**config.mk**
```make
export PLATFORM = sky130hd
export DESIGN_NAME = wdk_watchdog
export DESIGN_NICKNAME = d
export VERILOG_FILES = /design/src/rtl/wdk_pkg.sv /design/src/rtl/wdk_prescaler.sv /design/src/rtl/wdk_key.sv /design/src/rtl/wdk_ratecfg.sv /design/src/rtl/wdk_watchdog.sv
export SDC_FILE = /design/constraint.sdc
export NUM_CORES = 1
export LEC_CHECK = 0
export BUFFER_PORTS_ARGS = -buffer_cell sky130_fd_sc_hd__buf_4
export CAP_MARGIN = 0
export CORE_UTILIZATION = 45
export CTS_CLUSTER_SIZE = 25
export DETAILED_ROUTE_END_ITERATION = 10
export GPL_ROUTABILITY_DRIVEN = 0
export PLACE_DENSITY = 0.71
export SYNTH_ARGS = -nofsm -noshare
export SYNTH_HDL_FRONTEND = slang
export SYNTH_SLANG_ARGS = --single-unit
```
**constraint.sdc**
```tcl
create_clock -name clk -period 2.6 [get_ports clk]
set_input_delay 0.13 -clock clk [delete_from_list [all_inputs] [get_ports clk]]
set_output_delay 0.13 -clock clk [all_outputs]
set_load 0.02 [all_outputs]
```
**src/rtl/wdk_pkg.sv**
```systemverilog
package wdk_pkg;

    localparam int RATE_W   = 2;
    localparam int MAX_CODE = (1 << RATE_W) - 1;
    localparam int DIV_W    = 2 * MAX_CODE;

    localparam logic [7:0] KEY_ARM = 8'h55;
    localparam logic [7:0] KEY_CLR = 8'hAA;

    typedef logic [RATE_W-1:0] rate_t;

    typedef struct packed {
        logic [DIV_W-1:0] cnt;
        logic             hold;
        logic             req;
    } tmo_t;

    typedef struct packed {
        logic armed;
    } key_t;

    function automatic logic [DIV_W-1:0] last_step(rate_t code);
        logic [DIV_W:0] n;
        n = (DIV_W+1)'(1) << (2 * code);
        return DIV_W'(n - (DIV_W+1)'(1));
    endfunction

endpackage

```
**src/rtl/wdk_prescaler.sv**
```systemverilog
module wdk_prescaler #(
    parameter int PRE_W = 15
) (
    input  logic clk,
    input  logic rst_n,
    input  logic run,
    output logic tick
);

    typedef struct packed {
        logic [PRE_W-1:0] cnt;
    } pre_t;

    pre_t st_d, st_q;

    always_comb begin
        st_d = st_q;
        if (run) begin
            st_d.cnt = st_q.cnt + PRE_W'(1);
        end else begin
            st_d.cnt = '0;
        end
    end

    assign tick = run && (&st_q.cnt);

    always_ff @(posedge clk) begin
        if (!rst_n) begin
            st_q <= '0;
        end else begin
            st_q <= st_d;
        end
    end

endmodule

```
**src/rtl/wdk_key.sv**
```systemverilog
module wdk_key
    import wdk_pkg::*;
(
    input  logic       clk,
    input  logic       rst_n,
    input  logic       wr_svc,
    input  logic [7:0] wr_data,
    output logic       armed,
    output logic       clr
);

    key_t st_d, st_q;

    assign clr   = wr_svc && (wr_data == KEY_CLR) && st_q.armed;
    assign armed = st_q.armed;

    always_comb begin
        st_d = st_q;
        if (clr) begin
            st_d.armed = 1'b0;
        end else if (wr_svc && (wr_data == KEY_ARM)) begin
            st_d.armed = 1'b1;
        end
    end

    always_ff @(posedge clk) begin
        if (!rst_n) begin
            st_q <= '0;
        end else begin
            st_q <= st_d;
        end
    end

endmodule

```
**src/rtl/wdk_ratecfg.sv**
```systemverilog
module wdk_ratecfg
    import wdk_pkg::*;
#(
    parameter int WIN = 64
) (
    input  logic       clk,
    input  logic       rst_n,
    input  logic       test_mode,
    input  logic       wr_rate,
    input  logic       wr_inhib,
    input  logic [7:0] wr_data,
    output rate_t      rate,
    output logic       inhibit,
    output logic       win_open
);

    localparam int WIN_W = $clog2(WIN + 1);

    typedef struct packed {
        logic [WIN_W-1:0] win;
        logic             locked;
        rate_t            rate;
        logic             inhib;
    } cfg_t;

    cfg_t st_d, st_q;
    logic accept;

    assign win_open = st_q.win < WIN_W'(WIN);
    assign accept   = wr_rate && (test_mode || (!st_q.locked && win_open));

    always_comb begin
        st_d = st_q;
        if (win_open) begin
            st_d.win = st_q.win + WIN_W'(1);
        end
        if (accept) begin
            st_d.rate = wr_data[RATE_W-1:0];
            if (!test_mode) begin
                st_d.locked = 1'b1;
            end
        end
        if (wr_inhib) begin
            st_d.inhib = wr_data[0];
        end
    end

    assign rate    = st_q.rate;
    assign inhibit = st_q.inhib;

    always_ff @(posedge clk) begin
        if (!rst_n) begin
            st_q       <= '0;
            st_q.inhib <= 1'b1;
        end else begin
            st_q <= st_d;
        end
    end

endmodule

```
**src/rtl/wdk_watchdog.sv**
```systemverilog
module wdk_watchdog
    import wdk_pkg::*;
#(
    parameter int PRE_W = 15,
    parameter int WIN   = 64
) (
    input  logic       clk,
    input  logic       rst_n,
    input  logic       cfg_disable,
    input  logic       test_mode,
    input  logic       wr_svc,
    input  logic       wr_rate,
    input  logic       wr_inhib,
    input  logic [7:0] wr_data,
    output logic [1:0] rate_sel,
    output logic       rst_req
);

    logic  run;
    logic  tick;
    logic  armed;
    logic  clr;
    logic  inhibit;
    logic  win_open;
    rate_t rate;
    logic  term;
    tmo_t  tm_d, tm_q;

    assign run = !cfg_disable;

    wdk_prescaler #(.PRE_W(PRE_W)) u_pre (
        .clk  (clk),
        .rst_n(rst_n),
        .run  (run),
        .tick (tick)
    );

    wdk_key u_key (
        .clk    (clk),
        .rst_n  (rst_n),
        .wr_svc (wr_svc),
        .wr_data(wr_data),
        .armed  (armed),
        .clr    (clr)
    );

    wdk_ratecfg #(.WIN(WIN)) u_cfg (
        .clk      (clk),
        .rst_n    (rst_n),
        .test_mode(test_mode),
        .wr_rate  (wr_rate),
        .wr_inhib (wr_inhib),
        .wr_data  (wr_data),
        .rate     (rate),
        .inhibit  (inhibit),
        .win_open (win_open)
    );

    assign term = tm_q.cnt >= last_step(rate);

    always_comb begin
        tm_d     = tm_q;
        tm_d.req = 1'b0;
        if (!run) begin
            tm_d.cnt  = '0;
            tm_d.hold = 1'b0;
        end else begin
            if (tick) begin
                if (tm_q.hold) begin
                    tm_d.hold = 1'b0;
                end else if (term) begin
                    tm_d.cnt = '0;
                    tm_d.req = !(test_mode && inhibit);
                end else begin
                    tm_d.cnt = tm_q.cnt + DIV_W'(1);
                end
            end
            if (clr) begin
                tm_d.cnt  = '0;
                tm_d.hold = 1'b1;
            end
        end
    end

    always_ff @(posedge clk) begin
        if (!rst_n) begin
            tm_q <= '0;
        end else begin
            tm_q <= tm_d;
        end
    end

    assign rate_sel = rate;
    assign rst_req  = tm_q.req;

endmodule

```
==> impl_metrics.ini <==
[drt]
drt-vias-per-instance = 5.09
drt_iter0_drc = 47
drc = 0
post_drt_wl_per_cell_um = 11.8
antenna_left = 0
wl_um = 3030
first_pass_iters = 4
route.vias.total = 1308

[worst_setup_path]
rr_startpoint = u_cfg.rate[1]
cp-start-kind = register
worstPathArrival_ps = 2160
crit_start = u_cfg.rate[1]
critPathMaxStageDelay_ps = 340
crit_required_ps = 2820
critPathBufInv = 1
worstPathCellList = or2_2 -> ha_1 -> nor2b_1 -> o21ai_0 -> a221oi_1 -> buf_4 -> nand4b_1 -> a31oi_1
critPathMaxFanout = 11
crit_type = register to register
path_delay_family = simple AND/OR/NAND/NOR gates
slowest_stage = dfxtp_1
setup.worst_path.end_class = register

[die]
die_w_um = 63.3
chipHeight_um = 63.3
dieArea_um2 = 4010
io_pins = 18
core_area_um2 = 3470
initial_core_util_pct = 48.8
fp-row-count = 21

[run_status]
status = finished clean

[worst_hold_path]
hold_class = input port to register
hold_path_startpoint = test_mode

[sta]
timing.final.crit_share_pct = 74.6
final_max_slew_viol_count = 0
finalHoldViolCount = 0
tns_ps = 0
timing.final.crit_period_ps = 1940
fmax_ghz = 0.515
skew_ps = 10.2
worstMarginPinSlew_ps = 660
finalSetupViolCount = 0
rsz0062_at_grt = false
relSlewSlack_pct = 56.0

[clock_tree]
cts_buffer_depth = 2
cts_setup_buffers = 0
cts_tree = done
insertion_delay_ps = 290
ctsResizeCount = 0
numCtsBuffers = 5
cts_max_level = 2
clkSinkCount = 35
holdBufCountCts = 0
cts_root_buf = clkbuf_8
clk_pin_slew_ps = 80

[cells_and_area]
layout_commonest_cell = dfxtp_1
num_antenna_cells = 0
final_layout_size_suffix_gt1_share_pct = 14.2
layout_common_cells = dfxtp_1 (35), nor2_1 (25), buf_4 (18)
layout.cells.non_filler = 257
stdcell_area_um2 = 1960
area_growth_pct = 16.0
n_fill_cell = 325
nets = 234

[global_routing]
antenna_found_initial = 0
globalRouteTotalUtil_pct = 17.5
grt_pass1_wl_um = 5550
grt_pass1_vias = 1306
grt-ovfl-total = 0
grt_max_degree = 19

[yosys]
synth_warnings = 0
synth_area_um2 = 1690
synth_seq_area_share_pct = 41.4
syn_avg_cell_area_um2 = 8.82
synth_seq_cells = 35
syn-num-nets = 216
synth.distinct_cells = 37
synthCells = 192

[power_and_ir_drop]
p_per_area_nw_per_um2 = 585
ir_drop_uv = 518
total_leakage_power_nw = 0.767

[placed_design]
placed_area_um2 = 1850
numPlacedInstances = 249
portBuffers = 17
dpl.hpwl_um = 2110

[flow_run]
max_cap_violations = 0
[power breakdown]
group	leakage [nW]	total [W]	switching (W)	internal (W)
Sequential	0.284	0.000553	0.00000776	0.000546
Clock	0.0612	0.000511	0.000201	0.000310
Combinational	0.422	0.0000840	0.0000421	0.0000418
[synth_stat cells]
master	n	area (um^2)
and3b_1	1	8.76
dfxtp_1	35	701
nand2b_1	4	25.0
nand2_1	17	63.8
nand4b_1	1	8.76
a221oi_1	1	8.76
and4_1	4	35.0
a21o_1	1	7.51
or3_1	1	6.26
a31oi_1	5	31.3
and2_1	4	25.0
nand4_2	1	12.5
a2111oi_2	1	15.0
xnor2_1	8	70.1
a41oi_1	1	8.76
o21a_1	1	7.51
nor4_1	1	6.26
buf_4	3	22.5
buf_2	1	5.00
nand4_1	2	12.5
xor2_1	8	70.1
inv_1	5	18.8
buf_1	1	3.75
nor4bb_1	2	20.0
nor3b_1	2	15.0
or2_2	2	12.5
nor2b_1	8	50.1
ha_1	9	113
a21oi_1	5	25.0
nor4b_1	1	8.76
and3_1	3	18.8
clkbuf_1	2	7.51
nor2_1	25	93.8
nand3_1	17	85.1
mux2i_1	4	40.0
nand3b_1	2	15.0
o21ai_0	3	15.0
[routing by layer]
metal  GRT usage, %  share of wire [%]  vias to the layer above
met5              0                  0                        -
met4           8.52                1.9                        0
met3           3.80                2.8                        7
met2           27.8                 42                       18
met1           22.1                 53                      585
li1               -                  -                      698
[final timing paths]
| kind | cells past startpoint | slack [ps] | to |
|---|---|---|---|
| hold reg to reg | 1 | 470 | u_pre.st_q[0] |
| hold / removal | 2 | 50 | rst_req |
| setup / recovery | 8 | 660 | tm_q[4] |
| setup reg to reg | 8 | 660 | tm_q[4] |
[through the flow]
| step | hold WS (ps) | power [W] | utilization, % | setup WS [ps] |
|---|---|---|---|---|
| 2_1_floorplan | 230 | 0.000618 | - | 677 |
| 3_3_place_gp | 349 | 0.000648 | 53.2 | 720 |
| 3_5_place_dp | 354 | 0.000650 | 53.2 | 700 |
| 4_1_cts | 38.7 | 0.00116 | 56.6 | 668 |
| 5_1_grt | 45.6 | 0.00119 | 56.6 | 460 |
| 6_report | 46.7 | 0.00115 | 56.6 | 660 |
[flip-flops by register name (all words and copies together) (netlist names)]
name,cells
u_key.armed,1
rst_req,1
u_cfg.st_q,8
u_pre.st_q,15
u_cfg.inhibit,1
u_cfg.rate,2
tm_q,7
[cell type report]
| cell class | count | area [um^2] | share of cell area [%] |
|---|---|---|---|
| clock buffers | 6 | 82.6 | 4.20 |
| well taps | 46 | 57.6 | 2.93 |
| repair buffers | 18 | 135 | 6.88 |
| flip-flops and latches | 35 | 701 | 35.7 |
| multi-input cells | 145 | 935 | 47.6 |
| inverters | 5 | 18.8 | 0.955 |
| clock inverters | 2 | 35.0 | 1.78 |
[cells by family (layout without fill, tap and decap cells)]
kind of cell / after synthesis / in the layout / share of synthesized area [%]
flip-flops: 35 / 35 / 41.4
buffers and inverters: 12 / 31 / 3.40
AND/OR/NAND/NOR: 98 / 98 / 30.9
adder cells (fa/ha/maj): 9 / 9 / 6.65
multiplexers: 4 / 4 / 2.37
AO/OA/AOI/OAI: 18 / 18 / 7.02
XOR/XNOR: 16 / 16 / 8.28
No activity file was read; power rests on OpenSTA's default activity.
